===== src/rtl/usbhc_pkg.sv =====
package usbhc_pkg;

  // command bit positions (software decodes these)
  localparam int unsigned CMD_RUN  = 0;
  localparam int unsigned CMD_HCR  = 1;
  localparam int unsigned CMD_GRS  = 2;
  localparam int unsigned CMD_SUSP = 3;
  localparam int unsigned CMD_FRES = 4;

  // status bit positions
  localparam int unsigned ST_INT = 0;
  localparam int unsigned ST_ERR = 1;
  localparam int unsigned ST_RES = 2;
  localparam int unsigned ST_HSE = 3;
  localparam int unsigned ST_PRC = 4;
  localparam int unsigned ST_HLT = 5;
  localparam int unsigned ST_W   = 6;

  localparam logic [4:0] A_CMD  = 5'h00;
  localparam logic [4:0] A_STS  = 5'h02;
  localparam logic [4:0] A_IEN  = 5'h04;
  localparam logic [4:0] A_FRN  = 5'h06;
  localparam logic [4:0] A_BASE = 5'h08;
  localparam logic [4:0] A_SOFT = 5'h0c;

  localparam int unsigned FRN_W = 11;
  localparam logic [7:0]  SOF_RST = 8'd64;

  localparam logic [15:0] PORT_KEEP = 16'h01fb;
  localparam logic [15:0] PORT_W1C  = 16'h000a;
  localparam logic [15:0] PORT_RST  = 16'h0080;

  typedef enum logic [1:0] {
    SZ_BYTE = 2'd0,
    SZ_WORD = 2'd1,
    SZ_LONG = 2'd2,
    SZ_LNG2 = 2'd3
  } acc_size_e;

  // merged port word after a software write
  function automatic logic [15:0] port_write(input logic [15:0] cur,
                                             input logic [15:0] val);
    logic [15:0] merged;
    merged = (cur & PORT_KEEP) | (val & ~PORT_KEEP);
    return merged & ~(val & PORT_W1C);
  endfunction

  // interrupt level from status, hidden causes and enables
  function automatic logic irq_level(input logic [ST_W-1:0] sts,
                                     input logic [1:0] cause,
                                     input logic [3:0] en);
    return (cause[0] & en[2]) | (cause[1] & en[3]) |
           (sts[ST_ERR] & en[0]) | (sts[ST_RES] & en[1]) |
           sts[ST_HSE] | sts[ST_PRC];
  endfunction

endpackage


===== src/rtl/usbhc_port.sv =====
module usbhc_port
  import usbhc_pkg::*;
(
  input  logic        clk,
  input  logic        rst_n,
  input  logic        soft_rst,
  input  logic        grst,
  input  logic        wr,
  input  logic [15:0] wdata,
  input  logic        attach,
  input  logic        detach,
  input  logic        low_speed,
  output logic [15:0] ctrl,
  output logic        bus_rst,
  output logic        conn_evt
);

  logic [15:0] ctrl_n;
  logic        rst_req;

  always_comb begin
    ctrl_n = ctrl;
    if (soft_rst) begin
      ctrl_n = PORT_RST;
      if (ctrl[0]) ctrl_n = ctrl_n | 16'h0003 | {7'b0, ctrl[8], 8'b0};
    end else if (wr) begin
      ctrl_n = port_write(ctrl, wdata);
    end
    if (attach) begin
      ctrl_n[0] = 1'b1;
      ctrl_n[1] = 1'b1;
      ctrl_n[8] = low_speed;
    end else if (detach) begin
      if (ctrl_n[0]) begin
        ctrl_n[0] = 1'b0;
        ctrl_n[1] = 1'b1;
      end
      if (ctrl_n[2]) begin
        ctrl_n[2] = 1'b0;
        ctrl_n[3] = 1'b1;
      end
    end
  end

  assign rst_req  = ctrl[0] & ((soft_rst & grst) |
                               (!soft_rst & wr & wdata[9] & !ctrl[9]));
  assign conn_evt = attach | detach;

  always_ff @(posedge clk or negedge rst_n) begin
    if (!rst_n) begin
      ctrl    <= PORT_RST;
      bus_rst <= 1'b0;
    end else begin
      ctrl    <= ctrl_n;
      bus_rst <= rst_req;
    end
  end

endmodule


===== src/rtl/usbhc_irq.sv =====
module usbhc_irq
  import usbhc_pkg::*;
(
  input  logic [ST_W-1:0] sts,
  input  logic [1:0]      cause,
  input  logic [3:0]      en,
  output logic            irq
);
  assign irq = irq_level(sts, cause, en);
endmodule


===== src/rtl/usbhc_regs.sv =====
module usbhc_regs
  import usbhc_pkg::*;
#(
  parameter int unsigned NPORTS = 2
)(
  input  logic              clk,
  input  logic              rst_n,
  input  logic              wr_en,
  input  logic [1:0]        size,
  input  logic [4:0]        addr,
  input  logic [31:0]       wdata,
  output logic [31:0]       rdata,
  input  logic              frame_tick,
  input  logic              done_evt,
  input  logic              short_evt,
  input  logic              err_evt,
  input  logic              hse_evt,
  input  logic              prc_evt,
  input  logic [NPORTS-1:0] attach_evt,
  input  logic [NPORTS-1:0] detach_evt,
  input  logic [NPORTS-1:0] attach_low_speed,
  output logic              irq,
  output logic              running,
  output logic [10:0]       frame_num,
  output logic [NPORTS-1:0] port_bus_reset
);

  localparam int unsigned BASE_W = 20;

  logic [15:0]       cmd_q, cmd_n, ien_q, ien_n;
  logic [ST_W-1:0]   sts_q, sts_n;
  logic [1:0]        cause_q, cause_n;
  logic [FRN_W-1:0]  frn_q, frn_n;
  logic [BASE_W-1:0] base_q, base_n;
  logic [7:0]        sof_q, sof_n;

  logic wr_b, wr_w, wr_l;
  logic cmd_wr, sts_wr, ien_wr, frn_wr, base_wr, sof_wr;
  logic soft_rst, grst, resume_fire;

  logic [15:0]       port_ctrl [NPORTS];
  logic [NPORTS-1:0] port_wr, conn_evt, port_conn;

  // access decode
  assign wr_b    = wr_en && (size == SZ_BYTE);
  assign wr_w    = wr_en && (size == SZ_WORD);
  assign wr_l    = wr_en && (size[1] == 1'b1);
  assign cmd_wr  = wr_w && (addr == A_CMD);
  assign sts_wr  = wr_w && (addr == A_STS);
  assign ien_wr  = wr_w && (addr == A_IEN);
  assign frn_wr  = wr_w && (addr == A_FRN);
  assign base_wr = wr_l && (addr == A_BASE);
  assign sof_wr  = wr_b && (addr == A_SOFT);

  assign soft_rst    = cmd_wr && (wdata[CMD_HCR] || wdata[CMD_GRS]);
  assign grst        = cmd_wr && wdata[CMD_GRS];
  assign resume_fire = (|conn_evt) && cmd_q[CMD_SUSP] && !soft_rst;

  // root ports
  for (genvar i = 0; i < NPORTS; i++) begin : g_port
    assign port_wr[i] = wr_w && addr[4] && (addr[3:1] == 3'(i));
    usbhc_port u_port (
      .clk      (clk),
      .rst_n    (rst_n),
      .soft_rst (soft_rst),
      .grst     (grst),
      .wr       (port_wr[i]),
      .wdata    (wdata[15:0]),
      .attach   (attach_evt[i]),
      .detach   (detach_evt[i]),
      .low_speed(attach_low_speed[i]),
      .ctrl     (port_ctrl[i]),
      .bus_rst  (port_bus_reset[i]),
      .conn_evt (conn_evt[i])
    );
    assign port_conn[i] = port_ctrl[i][0];
  end

  // next-state of the controller-wide registers
  always_comb begin
    cmd_n = cmd_q;  sts_n = sts_q;  cause_n = cause_q; ien_n = ien_q;
    frn_n = frn_q;  base_n = base_q; sof_n = sof_q;
    if (frame_tick) begin
      if (cmd_q[CMD_RUN]) frn_n = frn_q + 11'd1;
      else                sts_n[ST_HLT] = 1'b1;
    end
    if (cmd_wr) begin
      if (wdata[CMD_RUN] && !cmd_q[CMD_RUN]) sts_n[ST_HLT] = 1'b0;
      else if (!wdata[CMD_RUN])              sts_n[ST_HLT] = 1'b1;
      cmd_n = wdata[15:0];
    end
    if (sts_wr) begin
      sts_n = sts_n & ~wdata[ST_W-1:0];
      if (wdata[ST_INT]) cause_n = 2'b00;
    end
    if (ien_wr)                   ien_n  = wdata[15:0];
    if (frn_wr && sts_q[ST_HLT])  frn_n  = wdata[FRN_W-1:0];
    if (base_wr)                  base_n = wdata[31:12];
    if (sof_wr)                   sof_n  = wdata[7:0];
    if (soft_rst) begin
      cmd_n = '0; sts_n = '0; cause_n = '0; ien_n = '0;
      base_n = '0; sof_n = SOF_RST;
    end
    if (done_evt)  begin cause_n[0] = 1'b1; sts_n[ST_INT] = 1'b1; end
    if (short_evt) begin cause_n[1] = 1'b1; sts_n[ST_INT] = 1'b1; end
    if (err_evt) sts_n[ST_ERR] = 1'b1;
    if (hse_evt) sts_n[ST_HSE] = 1'b1;
    if (prc_evt) sts_n[ST_PRC] = 1'b1;
    if (resume_fire) begin
      cmd_n[CMD_FRES] = 1'b1;
      sts_n[ST_RES]   = 1'b1;
    end
  end

  always_ff @(posedge clk or negedge rst_n) begin
    if (!rst_n) begin
      cmd_q <= '0; sts_q <= '0; cause_q <= '0; ien_q <= '0;
      frn_q <= '0; base_q <= '0; sof_q <= SOF_RST;
    end else begin
      cmd_q <= cmd_n; sts_q <= sts_n; cause_q <= cause_n; ien_q <= ien_n;
      frn_q <= frn_n; base_q <= base_n; sof_q <= sof_n;
    end
  end

  // read path
  always_comb begin
    unique case (size)
      SZ_BYTE: rdata = (addr == A_SOFT) ? {24'b0, sof_q} : 32'h0000_00ff;
      SZ_WORD: begin
        rdata = 32'h0000_ff7f;
        unique case (addr)
          A_CMD: rdata = {16'b0, cmd_q};
          A_STS: rdata = {26'b0, sts_q};
          A_IEN: rdata = {16'b0, ien_q};
          A_FRN: rdata = {21'b0, frn_q};
          default: begin
            for (int i = 0; i < NPORTS; i++)
              if (addr[4] && (addr[3:1] == 3'(i))) rdata = {16'b0, port_ctrl[i]};
          end
        endcase
      end
      default: rdata = (addr == A_BASE) ? {base_q, 12'b0} : 32'hffff_ffff;
    endcase
  end

  usbhc_irq u_irq (
    .sts  (sts_q),
    .cause(cause_q),
    .en   (ien_q[3:0]),
    .irq  (irq)
  );

  assign running   = cmd_q[CMD_RUN];
  assign frame_num = frn_q;

endmodule


===== config.mk =====
export PLATFORM = sky130hd
export DESIGN_NAME = usbhc_regs
export DESIGN_NICKNAME = d
export VERILOG_FILES = /design/src/rtl/usbhc_pkg.sv /design/src/rtl/usbhc_port.sv /design/src/rtl/usbhc_irq.sv /design/src/rtl/usbhc_regs.sv
export SDC_FILE = /design/constraint.sdc
export NUM_CORES = 1
export LEC_CHECK = 0
export BUFFER_PORTS_ARGS = -buffer_cell sky130_fd_sc_hd__buf_2
export CAP_MARGIN = 20
export CORE_ASPECT_RATIO = 1.5
export CORE_MARGIN = 2
export CORE_UTILIZATION = 47
export CTS_CLUSTER_SIZE = 20
export DETAILED_ROUTE_END_ITERATION = 10
export PLACE_DENSITY_LB_ADDON = 0.3
export SLEW_MARGIN = 10
export SYNTH_ARGS = -nofsm -noshare
export SYNTH_HDL_FRONTEND = slang
export SYNTH_SLANG_ARGS = --single-unit
export TNS_END_PERCENT = 30

===== constraint.sdc =====
create_clock -name clk -period 4.1 [get_ports clk]
set_input_delay 0.82 -clock clk [delete_from_list [all_inputs] [get_ports clk]]
set_output_delay 0.82 -clock clk [all_outputs]
set_load 0.02 [all_outputs]

## Word level (Yosys, flattened, before mapping)

Index checks and enable logic that the tools add are counted.
Widths: inputs -> output; s select.

- $add $sub $neg: 1
- Equal/unequal tests: 9
- Muxes and demuxes: 54
- Bitwise operators: 29
- Reduce and logical (&&, ||, !) cells: 54

Operator list:

| kind | number |
|---|---|
| $mux 16 | 9 |
| $pmux 32 s4 | 1 |
| $mux 32 | 2 |
| $pmux 32 s2 | 1 |
| $mux 20 | 2 |
| $mux 11 | 3 |
| $reduce_bool 3->1 | 11 |
| $and 16x16->16 | 2 |
| $or 9x16->16 | 2 |
| $mux 8 | 3 |
| $mux 2 | 11 |
| $logic_and 1x1->1 | 20 |
| $mux 9 | 2 |
| $mux 1 | 16 |
| $not 4->16 | 1 |
| $reduce_bool 2->1 | 8 |
| $and 1x1->1 | 13 |
| $mux 6 | 2 |
| $add 11x1->11 const B | 1 |
| $eq 5x3->1 const B | 2 |
| $eq 5x4->1 const B | 2 |
| $reduce_and 2->1 | 5 |
| $or 1x1->1 | 9 |
| $mux 4 | 2 |
| 13 further kinds | 17 |

- Flip-flop bits (word level): 113
- Input bits: 54
- Output and inout bits: 47
- Logic and storage cells: 169

## Depth between registers and ports, before layout

Gate-level depths: netlist (run 1).

- Depth in word-level cells: 10
- Mapped depth: 8
- Mapped depth without buffers: 5

## Modules after synthesis

From an unflattened synthesis (run 1), not the netlist that was laid out.

- Cells, all modules: 607
- Area total of the unflattened synthesis: 5,660.4 um^2

By module, submodules not included:

| module | times used | cells an instance | area each (um^2) | seq. area each (um^2) |
|---|---|---|---|---|
| usbhc_regs | 1 | 492 | 4,365.4 | 1,978.1 |
| usbhc_port | 2 | 56 | 636.9 | 351.6 |
| usbhc_irq | 1 | 3 | 21.3 | 0.0 |

## Worst setup path after synthesis (run 1)

Ideal clock, no wire load.

- Path type: input port to output port
- Start point: input port addr[3]
- End point: output port rdata[11]
- Arrival: 2.524 ns
- Data required time: 3.280 ns
- Setup slack: 0.756 ns
- Stages on the path: 7
- Path buffers: 3
- Path through: buf_2 clkbuf_1 or2_2 nor2_1 clkbuf_1 a221oi_1 o21ai_0

- Cells in the longest elaborated chain, start to end: 6
- Elaborated cells between the ends (all ways): 14
- Those cells by class: eq/ne: 5; mux: 5; reduce/logical: 4

RTL lines:

| element | RTL line | RTL |
|---|---|---|
| start, declared | usbhc_regs.sv:10 | `input logic [4:0] addr,` |
| $logic_not 3->1 | usbhc_regs.sv:138 | `if (addr[4] && (addr[3:1] == 3'(i))) rdata = {16'b0, port_ctrl[i]};` |
| $logic_and 1x1->1 | usbhc_regs.sv:138 |  |
| $mux 16 | usbhc_regs.sv:138 |  |
| $mux 32 | usbhc_regs.sv:138 |  |
| $pmux 32 s4 | usbhc_regs.sv:131 | `unique case (addr)` |
| $pmux 32 s2 (*) | usbhc_regs.sv:127 | `unique case (size)` |
| end, declared | usbhc_regs.sv:12 | `output logic [31:0] rdata,` |

Every way passes the cells marked *; elsewhere a longest branch is shown, timed or not.

## Worst setup path in the final report (run 1)

- Start point: input port addr[1]
- End point: output port rdata[10]

Same word-level chain as after synthesis.

==> flow_summary.yaml, run 1 <==
worst_setup_path:
  r2r_end: "frame_num[10]"
  r2r_slack_ns: 2.53
  worstSetupPathType: "input port to output port"
  crit_required_ns: 3.28
  cp-end-kind: "output port"
  cp-start-kind: "input port"
  critPathArrivalTime_ns: 2.80
  critPathMaxFanout: 19
  rr_startpoint: "frame_num[1]"
  reg2reg_depth: 5
timing:
  slew_headroom_pct: 32.79
  hold_slack_ns: 0.4817
  fmax_ghz: 0.2765
  finalSetupViolations: 0
  period_share_pct: 88.21
  tightest_slew_ns: 1.008
  slew_violations: 0
  clock_skew_ns: 0.005046
  final.setup.tns_ns: 0
  finalHoldViolations: 0
  setup_slack_ns: 0.4833
  rsz0062_at_grt: "no"
  fin_crit_ns: 3.617
global_route:
  grt_pass1_wl_um: 26300
  use_met3_pct: 6.018
  busiest_layer: "met2"
  grt.overflow.total: 0
  grt_util_met2_pct: 45.41
  grt.total_usage_pct: 26.81
  grt_pass1_vias: 5096
  use_met1_pct: 32.83
  grt_max_degree: 59
  antenna_found_initial: 0
cts:
  holdBufCountCts: 0
  cts_made_buffers: 9
  cts_root_buf: "clkbuf_16"
  clock_path_buffers: 2
  htree_levels: 3
  cts_setup_buffers: 0
  clk_pin_slew_ns: 0.07
  clk-insertion-delay-late_ns: 0.35
  ctsResizeCount: 0
  clock-sinks: 107
  tritoncts: "yes"
hold_path:
  min_path_type: "register to register"
  hold_path_depth: 2
  min_to: "cmd_q[5]"
  hold_start: "cmd_q[5]"
place:
  portBuffers: 100
  pre_cts_ws_ns: 0.5472
  dp_hpwl_um: 11860
  place_congestion: 0.9553
finish:
  fin_nets: 721
  n_fill_cell: 1071
  diodes: 0
  drive_gt1_share_pct: 23.55
  area_growth_pct: 17.33
drt:
  vias_per_cell: 6.220
  drt_pass1_iterations: 5
  route.antenna.remaining_nets: 0
  wl_per_cell_um: 20.09
  drt_iter0_markers: 529
  drc: 0
  vias: 5107
  wl_um: 16500
synthesis:
  synth_cells: 582
  synth_warnings: 0
  synth_edf_count: 0
  netlist-cell-type-count: 60
  ys_ff_latch: 107
  synthesis.area_mm2: 0.005582
  yosysTopAreaCellShare_pct: 46.63
  synth.largest_area_cell: "dfrtp_1"
  synth_flop_cell: "dfrtp_1"
  synth_area_leaders: "dfrtp_1 47%, mux2i_1 5.7%, o21ai_0 5.6%"
  synthArstFlopShare_pct: 100.0
  yosysMostFrequentCell: "dfrtp_1"
  syn-num-nets: 637
  synth_seq_area_share_pct: 48.04
  syn_avg_cell_area_um2: 9.590
  synth_common_cells: "104 x dfrtp_1, 63 x o21ai_0, 61 x nand2_1"
die:
  die_area_mm2: 0.01278
  io-pin-count: 101
  die_h_um: 137.5
  die_w_um: 92.98
  core_area_mm2: 0.01153
  start_util_pct: 48.40
  rows: 48
flow_run:
  drv_cap: 0
run_status:
  status: "complete, no violations"
pwr:
  ir_worst_vdd_v: 0.0002053
  power_density_mw_per_mm2: 385.7
  p_leak_uw: 0.003180
[registers in the layout, summed over array words and instances, names as in the netlist]
register               cells
sof_q                      8
cause_q                    2
base_q                    20
cmd_q                     16
ien_q                     16
g_port.u_port.bus_rst      2
g_port.u_port.ctrl        26
sts_q                      6
frame_num                 11
[power by group]
| part | internal [uW] | leakage [uW] | switching, uW | total (uW) |
|---|---|---|---|---|
| combinational | 151 | 0.00166 | 227 | 377 |
| sequential | 1160 | 0.00138 | 80.3 | 1240 |
| clock | 524 | 0.000148 | 385 | 910 |
| total | 1830 | 0.00318 | 692 | 2530 |
[critical path, stage by stage]
cell and delay (ns):
buf_2 0.31, or3_1 0.44, nor3_2 0.09, buf_4 0.19, a2111oi_0 0.63, o21ai_0 0.14
buf_2 0.19
[metrics by stage]
step	power, uW	utilization, %	area (um2)	std cells
3_5_place_dp	1633	54.06	6233	805
4_1_cts	2537	56.79	6549	821
2_1_floorplan	1464	-	5582	582
6_report	2526	56.79	6549	821
5_1_grt	2635	56.79	6549	821
3_3_place_gp	1618	54.06	6233	805
[kinds of logic after synthesis]
group                    Yosys count  share of synthesized area (%)
AO/OA/AOI/OAI                    181                          22.10
adder cells (fa/ha/maj)            1                         0.2241
AND/OR/NAND/NOR                  189                          17.51
flip-flops                       107                          48.04
buffers and inverters             62                          4.820
multiplexers                      32                          5.739
XOR/XNOR                          10                          1.569
[worst max-delay path by stage]
stage / startpoint / end / slack [ns]
2_1_floorplan: addr[3] / rdata[11] / 0.76
3_3_place_gp: addr[1] / rdata[10] / 0.51
3_5_place_dp: addr[3] / rdata[1] / 0.55
4_1_cts: addr[2] / rdata[1] / 0.54
5_1_grt: addr[2] / rdata[9] / 0.34
6_report: addr[1] / rdata[10] / 0.48
[metal layers]
layer,vias up,routed length [um]
met2,272,8272
li1,2287,-
met1,2496,6410
met3,52,1253
met4,0,560
met5,-,0
[placed cells by master, fill, tap and decap left out, drive strengths merged, types with 2 or more instances in the layout]
master    instances
buf             122
dfrtp           104
o21ai            63
nand2            61
nor2             38
mux2i            32
nand3            30
o21a             22
a22o             20
a21oi            17
o221ai           13
inv              13
clkbuf           13
and3             10
nor3             10
xnor2             9
a221oi            8
a31o              8
nand2b            6
or3               4
nand4             4
a31oi             4
a21o              4
nor4b             4
nor2b             3
a2111oi           3
and4b             3
and2              3
o211ai            3
a32o              3
dfstp             3
or4b              3
or2               2
nand3b            2
o41ai             2
clkinvlp          2
nor4              2
a41oi             2
a21boi            2
[area by class of cell]
type	count	area, um2	share of cell area, %
inverter	13	48.80	0.7451
clock inverter	3	45.04	0.6878
timing repair buffer	122	668.1	10.20
tap	150	187.7	2.866
multi-input combinational	413	2648	40.43
sequential	107	2681	40.94
clock buffer	13	270.3	4.127
No activity file was read; power rests on OpenSTA's default activity.
==> inputs of run 2 (changes only) <==
Settings changed: BUFFER_PORTS_ARGS -buffer_cell sky130_fd_sc_hd__buf_2 to -buffer_cell sky130_fd_sc_hd__buf_4, PLACE_DENSITY set to 0.79, PLACE_DENSITY_LB_ADDON 0.3 to not set.
Clock period 4.1 ns to 4 ns, I/O delays scaled along.
==> run 2 against run 1 <==
Compared with the run above:
- sequential power hardly changed
- die area unchanged
- setup slack lost 0.076 ns
- combinational power increased by 13%
- non-clock buffer count is 4 lower
- design area grew 3.0%
- register-to-register slack lost 0.08 ns
- utilization up 1.7 points
- wire length down 2.0%
- cell count is 0.61% lower
- global-route usage down 0.93 points
- clock power is 8.5% lower
- critical path type unchanged
- largest cell class unchanged
==> flow_summary.yaml, run 2 (synthesized netlist as in run 1, its figures left out) <==
run_status:
  status: "complete, no violations"
timing:
  hold_slack_ns: 0.4116
  finalSetupViolations: 0
  slew_headroom_pct: 32.81
  tightest_slew_ns: 1.008
  final.setup.tns_ns: 0
  fin_crit_ns: 3.592
  finalHoldViolations: 0
  rsz0062_at_grt: "no"
  period_share_pct: 89.81
  fmax_ghz: 0.2784
  clock_skew_ns: 0.008055
  slew_violations: 0
cts:
  ctsResizeCount: 0
  tritoncts: "yes"
  clock_path_buffers: 2
  cts_setup_buffers: 0
  clk-insertion-delay-late_ns: 0.35
  holdBufCountCts: 0
  htree_levels: 3
  clk_pin_slew_ns: 0.07
  cts_made_buffers: 9
  clock-sinks: 107
  cts_root_buf: "clkbuf_16"
finish:
  final_common_cell: "buf_4"
  fin_nets: 717
  largest_register_ffs: 26
  largest_register: "g_port.u_port.ctrl"
  diodes: 0
  drive_gt1_share_pct: 23.12
  area_growth_pct: 20.87
  reg_top3: "g_port.u_port.ctrl x26, base_q x20"
  layout_common_cells: "117 x buf_4, 104 x dfrtp_1, 63 x o21ai_0"
die:
  die_area_mm2: 0.01278
  start_util_pct: 48.40
  die_w_um: 92.98
  core_area_mm2: 0.01153
  io-pin-count: 101
  die_h_um: 137.5
  rows: 48
drt:
  drt_pass1_iterations: 6
  vias: 5057
  wl_met1_um: 6369
  route.antenna.remaining_nets: 0
  wl_per_cell_um: 19.82
  drc: 0
  wl_um: 16180
  met3WireLength_um: 1100
  route.top_layer_used: "met4"
  wl_met2_um: 8166
  drt_iter0_markers: 410
  vias_per_cell: 6.197
worst_setup_path:
  crit_required_ns: 3.20
  worstSetupPathType: "input port to output port"
  cp-start-kind: "input port"
  critPathMaxFanout: 19
  critPathArrivalTime_ns: 2.79
  cp-end-kind: "output port"
flow_run:
  drv_cap: 0
place:
  place_congestion: 0.9335
  portBuffers: 100
  dp_hpwl_um: 11690
global_route:
  antenna_found_initial: 0
  grt.total_usage_pct: 25.88
  grt_pass1_wl_um: 25670
  grt_max_degree: 90
  grt_pass1_vias: 5019
  grt.overflow.total: 0
hold_path:
  min_path_type: "input port to asynchronous set/reset pin"
pwr:
  power_density_mw_per_mm2: 375.1
  ir_worst_vdd_v: 0.0003331
  p_leak_uw: 0.003230
==> run 2: routing by layer <==
metal | global-route usage, % | up-vias
met2 | 43.88 | 241
met4 | 11.03 | 0
li1 | - | 2282
met5 | 0 | -
met1 | 32.46 | 2483
met3 | 4.759 | 51
==> run 2: power breakdown <==
part / leakage [uW] / total [uW] / switching [uW] / internal, uW
combinational: 0.00173 / 425 / 236 / 190
clock: 0.000129 / 833 / 408 / 425
sequential: 0.00138 / 1270 / 84.4 / 1190
==> run 2: critical path, cell delays in order <==
cell      delay, ns
buf_4          0.18
or3_1          0.56
nor2_1         0.48
a221oi_1       0.17
o21ai_0        0.38
buf_4          0.22
==> run 2: cell type report <==
cell class	instances	area, um2
tap	150	187.7
clock buffer	9	225.2
inverter	13	48.80
timing repair buffer	118	905.9
clock inverter	6	50.05
multi-input combinational	413	2648
sequential	107	2681
fill	985	4785
==> run 2: path summary, 6_finish.rpt <==
kind	end	from	cells past startpoint	slack (ns)
min	sts_q[0]	rst_n	1	0.41
max	rdata[6]	addr[1]	6	0.41
max in group asynchronous	sof_q[6]	rst_n	2	2.92
min reg2reg	g_port[0].u_port.ctrl[7]	g_port[0].u_port.ctrl[7]	2	0.48
min in group clk	g_port[0].u_port.ctrl[7]	g_port[0].u_port.ctrl[7]	2	0.48
max reg2reg	frame_num[10]	frame_num[1]	5	2.45
==> run 2: stage by stage <==
step / cells / util (%) / instance area [um2] / total power [uW] / worst slack [ns]
detailed placement: 800 / 55.88 / 6444 / 1709 / 0.4745
floorplan: 582 / - / 5582 / 1501 / 0.6958
finish: 816 / 58.51 / 6746 / 2530 / 0.4076
global placement: 800 / 55.88 / 6444 / 1690 / 0.5633
global route: 816 / 58.51 / 6746 / 2633 / 0.2633
CTS: 815 / 58.27 / 6719 / 2530 / 0.4656
